`config.mk`:
```
export PLATFORM = sky130hd
export DESIGN_NAME = xframe_rx
export DESIGN_NICKNAME = d
export VERILOG_FILES = /design/src/rtl/xfr_pkg.sv /design/src/rtl/xfr_xsum.sv /design/src/rtl/xfr_gap.sv /design/src/rtl/xfr_store.sv /design/src/rtl/xfr_match.sv /design/src/rtl/xframe_rx.sv
export SDC_FILE = /design/constraint.sdc
export NUM_CORES = 1
export LEC_CHECK = 0
export BUFFER_PORTS_ARGS = -buffer_cell sky130_fd_sc_hd__buf_2
export CORE_MARGIN = 4
export CORE_UTILIZATION = 36
export CTS_CLUSTER_SIZE = 12
export DETAILED_ROUTE_END_ITERATION = 8
export SLEW_MARGIN = 25
export SYNTH_ARGS = -nofsm -noshare
export SYNTH_HDL_FRONTEND = slang
export SYNTH_HIERARCHICAL = 1
export SYNTH_SLANG_ARGS = --single-unit
```
`constraint.sdc`:
```
create_clock -name clk -period 3 [get_ports clk]
set_clock_uncertainty 0.2 [all_clocks]
set_input_delay 0.3 -clock clk [delete_from_list [all_inputs] [get_ports clk]]
set_output_delay 0.3 -clock clk [all_outputs]
set_load 0.02 [all_outputs]
```
`src/rtl/xfr_pkg.sv`:
```
package xfr_pkg;
  localparam int unsigned SHORT_LEN = 7;
  localparam int unsigned LONG_LEN  = 14;
  localparam int unsigned SHORT_END = SHORT_LEN - 1;
  localparam int unsigned LONG_END  = LONG_LEN - 1;
  // bytes other than markers, header and checksum
  localparam int unsigned SHORT_DATA = SHORT_LEN - 6;
  localparam int unsigned LONG_DATA  = LONG_LEN - 6;

  typedef enum logic [1:0] {
    ERR_NONE = 2'd0,
    ERR_SUM  = 2'd1,
    ERR_END  = 2'd2,
    ERR_TMO  = 2'd3
  } err_e;

  typedef enum logic {
    ST_HUNT,
    ST_BODY
  } st_e;
endpackage

```
`src/rtl/xfr_xsum.sv`:
```
module xfr_xsum #(
  parameter int W = 8
) (
  input  logic         clk,
  input  logic         rst,
  input  logic         clr,
  input  logic         en,
  input  logic [W-1:0] din,
  output logic         zero
);
  logic [W-1:0] acc;

  always_ff @(posedge clk) begin
    if (rst || clr) acc <= '0;
    else if (en)    acc <= acc ^ din;
  end

  assign zero = (acc == '0);
endmodule

```
`src/rtl/xfr_gap.sv`:
```
module xfr_gap #(
  parameter int TW = 16
) (
  input  logic          clk,
  input  logic          rst,
  input  logic          run,
  input  logic          kick,
  input  logic [TW-1:0] limit,
  output logic          expire
);
  logic [TW-1:0] cnt;

  always_ff @(posedge clk) begin
    if (rst || !run || kick) cnt <= '0;
    else                     cnt <= cnt + TW'(1);
  end

  assign expire = run && !kick && (cnt == limit - TW'(1));
endmodule

```
`src/rtl/xfr_store.sv`:
```
module xfr_store #(
  parameter int W     = 8,
  parameter int SLOTS = 12,
  parameter int IW    = 4
) (
  input  logic               clk,
  input  logic               rst,
  input  logic               we,
  input  logic [IW-1:0]      idx,
  input  logic [W-1:0]       din,
  output logic [SLOTS*W-1:0] flat
);
  for (genvar g = 0; g < SLOTS; g++) begin : g_slot
    logic [W-1:0] r;
    always_ff @(posedge clk) begin
      if (rst)                          r <= '0;
      else if (we && idx == IW'(g))     r <= din;
    end
    assign flat[g*W +: W] = r;
  end
endmodule

```
`src/rtl/xfr_match.sv`:
```
module xfr_match #(
  parameter int W     = 8,
  parameter int GRP_N = 2
) (
  input  logic [W-1:0]       dst,
  input  logic [W-1:0]       local_addr,
  input  logic [GRP_N*W-1:0] grp_addr,
  input  logic [GRP_N-1:0]   grp_en,
  output logic               hit
);
  logic [GRP_N-1:0] grp_hit;

  for (genvar g = 0; g < GRP_N; g++) begin : g_grp
    assign grp_hit[g] = grp_en[g] && (dst == grp_addr[g*W +: W]);
  end

  assign hit = (dst == local_addr) || (|grp_hit);
endmodule

```
`src/rtl/xframe_rx.sv`:
```
module xframe_rx #(
  parameter int         W        = 8,
  parameter int         GRP_N    = 2,
  parameter int         TMO_W    = 16,
  parameter logic [7:0] SOF_BYTE = 8'h32,
  parameter logic [7:0] EOF_BYTE = 8'h34
) (
  input  logic                                clk,
  input  logic                                rst,
  input  logic                                in_valid,
  input  logic [W-1:0]                        in_byte,
  input  logic [W-1:0]                        local_addr,
  input  logic [GRP_N*W-1:0]                  grp_addr,
  input  logic [GRP_N-1:0]                    grp_en,
  input  logic [TMO_W-1:0]                    tmo_limit,
  output logic                                out_valid,
  output logic [W-1:0]                        out_src,
  output logic [W-1:0]                        out_dst,
  output logic [W-1:0]                        out_cmd,
  output logic                                out_long,
  output logic [xfr_pkg::LONG_DATA*W-1:0]     out_data,
  output logic                                err_valid,
  output logic [1:0]                          err_code
);
  import xfr_pkg::*;

  localparam int SLOTS  = LONG_LEN - 2;
  localparam int PW     = $clog2(LONG_LEN);
  localparam int DATA_W = LONG_DATA * W;
  localparam int D0     = 3;  // slot of first data byte

  st_e              st;
  logic [PW-1:0]    pos;
  logic             take, at_short, at_long, short_ok, sum_zero, hit, expire, wr;
  logic [SLOTS*W-1:0] flat;
  logic [PW-1:0]    idx;
  logic [W-1:0]     f_src, f_dst, f_cmd;
  logic [DATA_W-1:0] d_short, d_long;

  always_comb begin
    take     = (st == ST_BODY) && in_valid;
    at_short = take && (pos == PW'(SHORT_END));
    at_long  = take && (pos == PW'(LONG_END));
    short_ok = at_short && (in_byte == W'(EOF_BYTE)) && sum_zero;
    wr       = take && !at_long;
    idx      = pos - PW'(1);
    f_src    = flat[0 +: W];
    f_dst    = flat[W +: W];
    f_cmd    = flat[2*W +: W];
    d_short  = {{(DATA_W-SHORT_DATA*W){1'b0}}, flat[D0*W +: SHORT_DATA*W]};
    d_long   = flat[D0*W +: DATA_W];
  end

  xfr_xsum #(.W(W)) u_sum (
    .clk(clk), .rst(rst), .clr(st == ST_HUNT), .en(wr), .din(in_byte), .zero(sum_zero)
  );

  xfr_gap #(.TW(TMO_W)) u_gap (
    .clk(clk), .rst(rst), .run(st == ST_BODY), .kick(in_valid),
    .limit(tmo_limit), .expire(expire)
  );

  xfr_store #(.W(W), .SLOTS(SLOTS), .IW(PW)) u_store (
    .clk(clk), .rst(rst), .we(wr), .idx(idx), .din(in_byte), .flat(flat)
  );

  xfr_match #(.W(W), .GRP_N(GRP_N)) u_match (
    .dst(f_dst), .local_addr(local_addr), .grp_addr(grp_addr),
    .grp_en(grp_en), .hit(hit)
  );

  always_ff @(posedge clk) begin
    if (rst) begin
      st        <= ST_HUNT;
      pos       <= '0;
      out_valid <= 1'b0;
      out_src   <= '0;
      out_dst   <= '0;
      out_cmd   <= '0;
      out_long  <= 1'b0;
      out_data  <= '0;
      err_valid <= 1'b0;
      err_code  <= ERR_NONE;
    end else begin
      out_valid <= 1'b0;
      err_valid <= 1'b0;
      unique case (st)
        ST_HUNT: begin
          if (in_valid && in_byte == W'(SOF_BYTE)) begin
            st  <= ST_BODY;
            pos <= PW'(1);
          end
        end
        ST_BODY: begin
          if (expire) begin
            st        <= ST_HUNT;
            err_valid <= 1'b1;
            err_code  <= ERR_TMO;
          end else if (short_ok) begin
            st <= ST_HUNT;
            if (hit) begin
              out_valid <= 1'b1;
              out_src   <= f_src;
              out_dst   <= f_dst;
              out_cmd   <= f_cmd;
              out_long  <= 1'b0;
              out_data  <= d_short;
            end
          end else if (at_long) begin
            st <= ST_HUNT;
            if (in_byte != W'(EOF_BYTE)) begin
              err_valid <= 1'b1;
              err_code  <= ERR_END;
            end else if (!sum_zero) begin
              err_valid <= 1'b1;
              err_code  <= ERR_SUM;
            end else if (hit) begin
              out_valid <= 1'b1;
              out_src   <= f_src;
              out_dst   <= f_dst;
              out_cmd   <= f_cmd;
              out_long  <= 1'b1;
              out_data  <= d_long;
            end
          end else if (take) begin
            pos <= pos + PW'(1);
          end
        end
        default: st <= ST_HUNT;
      endcase
    end
  end
endmodule

```
---- After elaboration in Yosys (flattened, before gate mapping) ----
Index checks and enable logic that the tools add are counted.
cells by class
  $add $sub $neg .......................... 4
  multipliers ............................. 0
  div/mod/pow operators ................... 0
  $lt $le $gt $ge ......................... 0
  equality and inequality tests ........... 27
  shift-type cells ........................ 0
  multiplexer cells ....................... 53
  bitwise logic cells ..................... 3
  reduce and logical (&&, ||, !) cells .... 41
operator list
  operator               number
  $mux 64                6
  $mux 8                 15
  $eq 8x8->1             3
  $logic_and 1x1->1      22
  $eq 4x3->1 const B     5
  $mux 1                 20
  $mux 4                 5
  $add 16x1->16 const B  1
  $eq 16x16->1           1
  $eq 4x4->1 const B     4
  $eq 8x6->1 const B     2
  $sub 16x1->16 const B  1
  $mux 2                 5
  $ne 2x2->1 const B     5
  $reduce_and 5->1       2
  $eq 4x2->1 const B     2
  $logic_not 8->1        1
  $ne 8x6->1 const B     1
  $pmux 4 s2             1
  $xor 8x8->8            1
  $reduce_and 6->1       1
  $reduce_bool 2->1      3
  $add 4x1->4 const B    1
  $eq 4x1->1 const B     1
  11 further kinds       19
word-level totals
  register bits after elaboration ......... 210
  bits in latches ......................... 0
  bits in writable memories ............... 0
  ROM bits ................................ 0
  bits of input ports ..................... 53
  output and inout port bits .............. 93
  memories ................................ 0

---- Logic depth before layout (Yosys ltp) ----
Gate-level depths: netlist (run 1).
  depth in word-level cells ............... 9
  depth in mapped cells ................... 15
  mapped depth without buffers ............ 12

---- By module ----
The synthesis (run 1) kept the hierarchy.
modules (own cells, without submodules)
  module     times used  cells each  area an instance (sq um)  seq. area each (sq um)
  xframe_rx  1           485         4197.8                    1961.9
  xfr_store  1           341         3784.9                    1921.8
  xfr_gap    1           158         1281.2                    320.3
  xfr_xsum   1           39          385.4                     160.2
  xfr_match  1           34          266.5                     0.0

---- Worst setup path after synthesis (run 1) ----
OpenSTA, ideal clock, no wires.
  path type ............................... in2reg
  start ................................... input port tmo_limit[0]
  end ..................................... register out_dst[5]
  library setup time ...................... 0.069 ns
  data arrival time ....................... 2.934 ns
  required time ........................... 2.731 ns
  slack ................................... -0.203 ns
  stages .................................. 15
  path buffers ............................ 3
  cell sequence ........................... inv_1 ha_1 nor3b_2 nor3b_2 mux2_1 mux2i_1 o21ai_1 and4b_1 and2b_1 and4_1 buf_6 buf_8 buf_8 nand3_2 a21oi_2
on the way
  word-level cells in the longest chain between the ends .. 5
ends and longest elaborated chain
  what                               RTL line          text
  start, declared                    xframe_rx.sv:15   input logic [TMO_W-1:0] tmo_limit,
  $sub 16x1->16                      xfr_gap.sv:18     assign expire = run && !kick && (cnt == limit - TW'(1));
  $eq 16x16->1                       xfr_gap.sv:18
  $logic_and 1x1->1                  xfr_gap.sv:18
  net expire                         xframe_rx.sv:34   logic take, at_short, at_long, short_ok, sum_zero, hit, expire, wr;
  $not 1->1 (no source line)         n/a
  $reduce_and 5->1 (no source line)  n/a
  end signal, assigned               xframe_rx.sv:104  out_dst <= f_dst;
  end signal, assigned               xframe_rx.sv:120  out_dst <= f_dst;
  end, declared                      xframe_rx.sv:18   output logic [W-1:0] out_dst,
The timed path passes the listed nets, and every way through them passes these cells.
A chain may end at the register's enable or synchronous reset.

---- Final worst setup path (run 1) ----
  start ................................... register u_gap.cnt[15]
  end ..................................... register out_data[33] in the netlist's numbering
on the way
  word-level cells in the longest chain between the ends .. 4
ends and longest elaborated chain
  what                               RTL line          text
  start, declared                    xfr_gap.sv:11     logic [TW-1:0] cnt;
  start signal, assigned             xfr_gap.sv:15     else cnt <= cnt + TW'(1);
  $eq 16x16->1                       xfr_gap.sv:18
  $logic_and 1x1->1                  xfr_gap.sv:18
  net expire                         xframe_rx.sv:34
  $not 1->1 (no source line)         n/a
  $reduce_and 6->1 (no source line)  n/a
  end signal, assigned               xframe_rx.sv:107  out_data <= d_short;
  end signal, assigned               xframe_rx.sv:123  out_data <= d_long;
  end, declared                      xframe_rx.sv:21   output logic [xfr_pkg::LONG_DATA*W-1:0] out_data,
The timed path passes the listed nets, and every way through them passes these cells.

==> results.py, run 1 <==
metrics = {
    "routing": {
        "drtIter0Drc": 649,
        "drc": 0,
        "ant_nets": 0,
        "vias": 8149,
        "wl_per_cell_um": 18.4,
        "routed_wl_mm": 28.3,
        "vias_per_cell": 5.31,
        "first_pass_iters": 5,
    },
    "setup_path": {
        "required_ns": 3.22,
        "critPathKind": "reg2reg",
        "startpoint_type": "register",
        "cp_max_fo": 17,
        "arrival_ns": 3.26,
        "crit_path_end_kind": "register",
    },
    "pwr": {
        "total_power_w": 0.00580,
        "power_leakage_nw": 5.12,
        "p_per_area_nw_per_um2": 478,
        "peakVddDrop_v": 0.000341,
    },
    "floorplan": {
        "start_util": 0.368,
        "die_area_um2": 29400,
        "io_pins": 146,
        "fp.dieW_um": 171,
        "fp.dieH_um": 171,
        "rows": 59,
        "design.core.area_um2": 26100,
    },
    "timing": {
        "rsz0062_at_grt": "true",
        "slew_viol_final": 0,
        "setup_tns_ns": -0.0418,
        "slew_headroom": 0.397,
        "setup_viol": 1,
        "max_freq_mhz": 329,
        "setup_slack_ns": -0.0418,
        "fin_crit_sh": 1.01,
        "tightest_slew_ns": 0.904,
        "finalHoldViolations": 0,
        "fin_crit_ns": 3.04,
    },
    "final_layout": {
        "drive_gt1_frac": 0.262,
        "final_cell_mix": "209 x dfxtp_1, 144 x buf_2, 96 x nand2b_1, 94 x a21oi_1, 90 x mux2i_1",
        "mostFrequentLayoutCell": "dfxtp_1",
        "area_delta_synth_final_pct": 26.4,
        "nNetsFinal": 1248,
        "antenna-diode-count": 0,
    },
    "clock_tree": {
        "worstSkewPairLatency_ns": 0.51,
        "htreeDepth": 1,
        "cts_buffer_depth": 3,
        "clk_pin_slew_ns": 0.06,
        "clock_sinks": 210,
        "numCtsBuffers": 24,
        "tritoncts": "yes",
        "cts_root_buffer": "clkbuf_16",
    },
    "place": {
        "gp_congestion": 0.827,
        "post-dp-hpwl_mm": 17.1,
        "io_buffer_count": 145,
    },
    "logic_synthesis": {
        "yosysWarnings": 6,
        "synth_nets": 1091,
        "syn-cell-area_um2": 9620,
        "synthCells": 1032,
        "avgSynthCellArea_um2": 9.32,
    },
    "grt": {
        "gr-usage-all-layers": 0.173,
        "overflow": 0,
        "grt_pass1_vias": 7862,
        "grt_max_degree": 133,
        "antenna_found_initial": 0,
        "grt_pass1_wl_mm": 41.6,
    },
    "min_path": {
        "min_path_type": "in2reg",
    },
    "run_status": {
        "violations": "setup timing",
        "status": "complete, but fails checks",
    },
    "run": {
        "maxCapViolCount": 0,
    },
}
critical path, cell delays in order, from the launching register on:
cell and delay, ns:
dfxtp_2 0.34, xnor2_2 0.14, buf_4 0.15, nor4_4 0.11
a31oi_1 0.05, or4_1 0.40, a31o_1 0.20, and4b_1 0.28
and2b_2 0.26, nand4_4 0.17, buf_12 0.17, clkbuf_16 0.18
o21ai_0 0.13, a21oi_1 0.17
through the flow:
stage	setup WS, ns	cells	instance area [um2]	hold WS, ns	utilization
floorplan	0.00532	1032	9640	0.246	-
finish	-0.0418	1535	12200	0.117	0.465
CTS	0.0457	1512	11600	0.103	0.445
global route	-0.142	1535	12200	0.127	0.465
detailed placement	-0.214	1467	10800	0.255	0.414
global placement	-0.174	1467	10800	0.253	0.414
registers in the layout (all words and copies together), names as in the netlist:
register / cells
u_gap/cnt: 16
out_dst: 8
out_cmd: 8
out_valid: 1
out_src: 8
err_valid: 1
u_sum/acc: 8
u_store/g_slot.r: 88
st: 1
out_long: 1
pos: 4
out_data: 64
err_code: 2
path summary, 6_finish.rpt:
check / start / to / slack (ns) / cells past startpoint
hold / removal: in_valid / pos[2]$_SDFFE_PP0P_ / 0.12 / 4
setup / recovery: u_gap/cnt[15]$_SDFF_PP0_ / out_data[33]$_SDFFE_PP0P_ / -0.04 / 13
hold reg to reg: u_store/g_slot[2].r[6]$_SDFFE_PP0P_ / out_cmd[6]$_SDFFE_PP0P_ / 0.26 / 2
setup reg to reg: u_gap/cnt[15]$_SDFF_PP0_ / out_data[33]$_SDFFE_PP0P_ / -0.04 / 13
layout make-up:
class / instances / area (um2)
sequential: 210 / 4210
multi-input combinational: 718 / 4980
clock inverter: 3 / 51.3
timing repair buffer: 224 / 1770
clock buffer: 34 / 678
tap: 335 / 419
inverter: 11 / 41.3
fill: 2544 / 14000
layer usage:
metal / vias to the layer above / track usage / routed length [um]
li1: 3991 / - / -
met1: 3956 / 0.245 / 13800
met2: 172 / 0.280 / 12900
met3: 30 / 0.0255 / 1210
met4: 0 / 0.0369 / 414
met5: - / 0 / 0
power by group:
group          switching, W  total [W]  internal, W
Sequential      0.000000177    0.00279      0.00279
Clock               0.00111    0.00276      0.00164
Combinational      0.000148   0.000258     0.000110
repair_timing:
item                       CTS  global route
buffers inserted             0             5
gates resized for setup      0            24
hold endpoints to repair     8             0
setup endpoints to repair    0            90
hold buffers                 8             0
(Power assumes the default switching activity.)
==> inputs of run 2 (changes only) <==
--- a/config.mk
+++ b/config.mk
@@ -7,9 +7,10 @@
 export LEC_CHECK = 0
 export BUFFER_PORTS_ARGS = -buffer_cell sky130_fd_sc_hd__buf_2
 export CORE_MARGIN = 4
-export CORE_UTILIZATION = 36
+export CORE_UTILIZATION = 45
 export CTS_CLUSTER_SIZE = 12
 export DETAILED_ROUTE_END_ITERATION = 8
+export PLACE_DENSITY = 0.68
 export SLEW_MARGIN = 25
 export SYNTH_ARGS = -nofsm -noshare
 export SYNTH_HDL_FRONTEND = slang
==> run 2 against run 1 <==
  * Final cell count is 4.0% lower
  * Wire length is 8.5% lower
  * Total power is 2.4% higher
  * Sequential cell count stayed put
  * The flow now finishes without violations
  * Critical endpoint is now pos[3]$_SDFFE_PP0P_
  * Clock-buffer cell count stayed put
  * Combinational power hardly changed
  * Largest cell class unchanged
  * Design area is 1.4% lower
  * Register-to-register slack better by 0.08 ns
  * Die area is 19% lower
  * Clock power is 5% higher
  * Non-clock buffer count is 7 lower
  * First-iteration DRC count is 14% lower
==> results.py, run 2 (synthesized netlist as in run 1, its figures left out) <==
metrics = {
    "timing": {
        "max_freq_mhz": 338,
        "fin_crit_ns": 2.96,
        "finalHoldViolations": 0,
        "setup_tns_ns": 0,
        "fin_crit_sh": 0.986,
        "rsz0062_at_grt": "true",
        "whs_ns": 0.117,
        "slew_viol_final": 0,
        "slew_headroom": 0.407,
        "setup_viol": 0,
        "tightest_slew_ns": 0.889,
    },
    "setup_path": {
        "cp_max_fo": 4,
        "critPathKind": "reg2reg",
        "worst-path-buf-inv": 2,
        "arrival_ns": 3.17,
        "startpoint_type": "register",
        "path_delay_family": "simple AND/OR/NAND/NOR gates",
        "slowest_stage": "or4_1",
        "crit_path_end_kind": "register",
        "worstPathCellList": "xnor2_2 -> buf_4 -> nor4_2 -> a31oi_1 -> or4_1 -> a31o_1 -> and4b_1 -> and2b_2 -> buf_6 -> a31oi_4 -> a2111oi_2 -> o32ai_1",
        "required_ns": 3.21,
        "cpPeakStageDelay_ns": 0.39,
    },
    "pwr": {
        "peakVddDrop_v": 0.000469,
        "power_leakage_nw": 5.02,
        "total_power_w": 0.00594,
        "p_per_area_nw_per_um2": 496,
    },
    "grt": {
        "gr-usage-met2": 0.324,
        "grt_max_degree": 70,
        "grt_pass1_wl_mm": 40.6,
        "gr-usage-all-layers": 0.203,
        "grtUsageMet1": 0.289,
        "grt_use_met3": 0.0297,
        "overflow": 0,
        "busiest_layer": "met2",
        "grt_pass1_vias": 7886,
        "antenna_found_initial": 0,
    },
    "clock_tree": {
        "clock_sinks": 210,
        "cts_root_buffer": "clkbuf_16",
        "worstSkewPairLatency_ns": 0.51,
        "numCtsBuffers": 24,
        "cts_buffer_depth": 3,
        "htreeDepth": 1,
        "tritoncts": "yes",
        "clk_pin_slew_ns": 0.06,
    },
    "floorplan": {
        "rows": 53,
        "io_pins": 146,
        "die_area_um2": 23800,
        "fp.dieW_um": 154,
        "start_util": 0.457,
        "fp.dieH_um": 154,
        "design.core.area_um2": 21000,
    },
    "routing": {
        "vias_per_cell": 5.54,
        "vias": 8173,
        "ant_nets": 0,
        "drtIter0Drc": 555,
        "wl_per_cell_um": 17.6,
        "drc": 0,
        "first_pass_iters": 5,
        "routed_wl_mm": 25.9,
    },
    "final_layout": {
        "drive_gt1_frac": 0.284,
        "antenna-diode-count": 0,
        "top_regs": "u_store/g_slot.r (88), out_data (64), u_gap/cnt (16)",
        "mostFrequentLayoutCell": "dfxtp_1",
        "nNetsFinal": 1241,
        "area_delta_synth_final_pct": 24.7,
        "final_cell_mix": "208 x dfxtp_1, 144 x buf_2, 96 x nand2b_1, 90 x mux2i_1, 86 x a21oi_1",
        "largest_register_ffs": 88,
        "final_core_util": 0.570,
        "top_register": "u_store/g_slot.r",
    },
    "place": {
        "io_buffer_count": 145,
        "post-dp-hpwl_mm": 16.3,
        "gp_congestion": 0.834,
    },
    "run": {
        "maxCapViolCount": 0,
    },
    "run_status": {
        "status": "complete, no violations",
    },
    "min_path": {
        "min_path_type": "in2reg",
    },
}
## run 2: where the power goes
group / internal [W] / switching, W
registers: 0.00279 / 0.000000156
clock network: 0.00175 / 0.00115
logic: 0.000114 / 0.000146
## run 2: final timing paths
kind	slack, ns	to	cells past startpoint	startpoint
setup reg to reg	0.04	pos[3]$_SDFFE_PP0P_	12	u_gap/cnt[15]$_SDFF_PP0_
hold / removal	0.12	out_data[0]$_SDFFE_PP0P_	2	rst
hold reg to reg	0.26	out_cmd[2]$_SDFFE_PP0P_	2	u_store/g_slot[2].r[2]$_SDFFE_PP0P_
setup / recovery	0.04	pos[3]$_SDFFE_PP0P_	12	u_gap/cnt[15]$_SDFF_PP0_
## run 2: what timing repair did
action,CTS,global route
hold buffers,8,0
gates resized for setup,1,77
endpoints found under the setup margin,2,94
setup buffers,0,1
hold endpoints to repair,8,0
cloned,0,6
pin swaps,0,37
## run 2: layer usage
layer	vias to the layer above	share of wire
li1	3979	-
met5	-	0
met3	40	0.050
met2	206	0.47
met4	0	0.021
met1	3948	0.46
## run 2: cell type report
cell class	count	area (um2)
fill	1854	9030
clock buffer	34	678
timing repair buffer	217	1510
tap	275	344
sequential	210	4210
multi-input combinational	718	5100
inverter	11	41.3
clock inverter	9	109
## run 2: worst register-to-register path, stage by stage (launching register included)
cell and delay (ns):
dfxtp_2 0.33, xnor2_2 0.15, buf_4 0.15, nor4_2 0.13, a31oi_1 0.06, or4_1 0.39
a31o_1 0.23, and4b_1 0.25, and2b_2 0.26, buf_6 0.13, a31oi_4 0.19, a2111oi_2 0.06
o32ai_1 0.32
## run 2: stage by stage
step                      cells  setup WS (ns)  cell area, um2
after floorplan            1032        0.00532            9640
after global placement     1416         -0.211           10800
after detailed placement   1416         -0.264           10800
after CTS                  1467         0.0122           11700
after global routing       1474         -0.121           12000
final                      1474         0.0419           12000
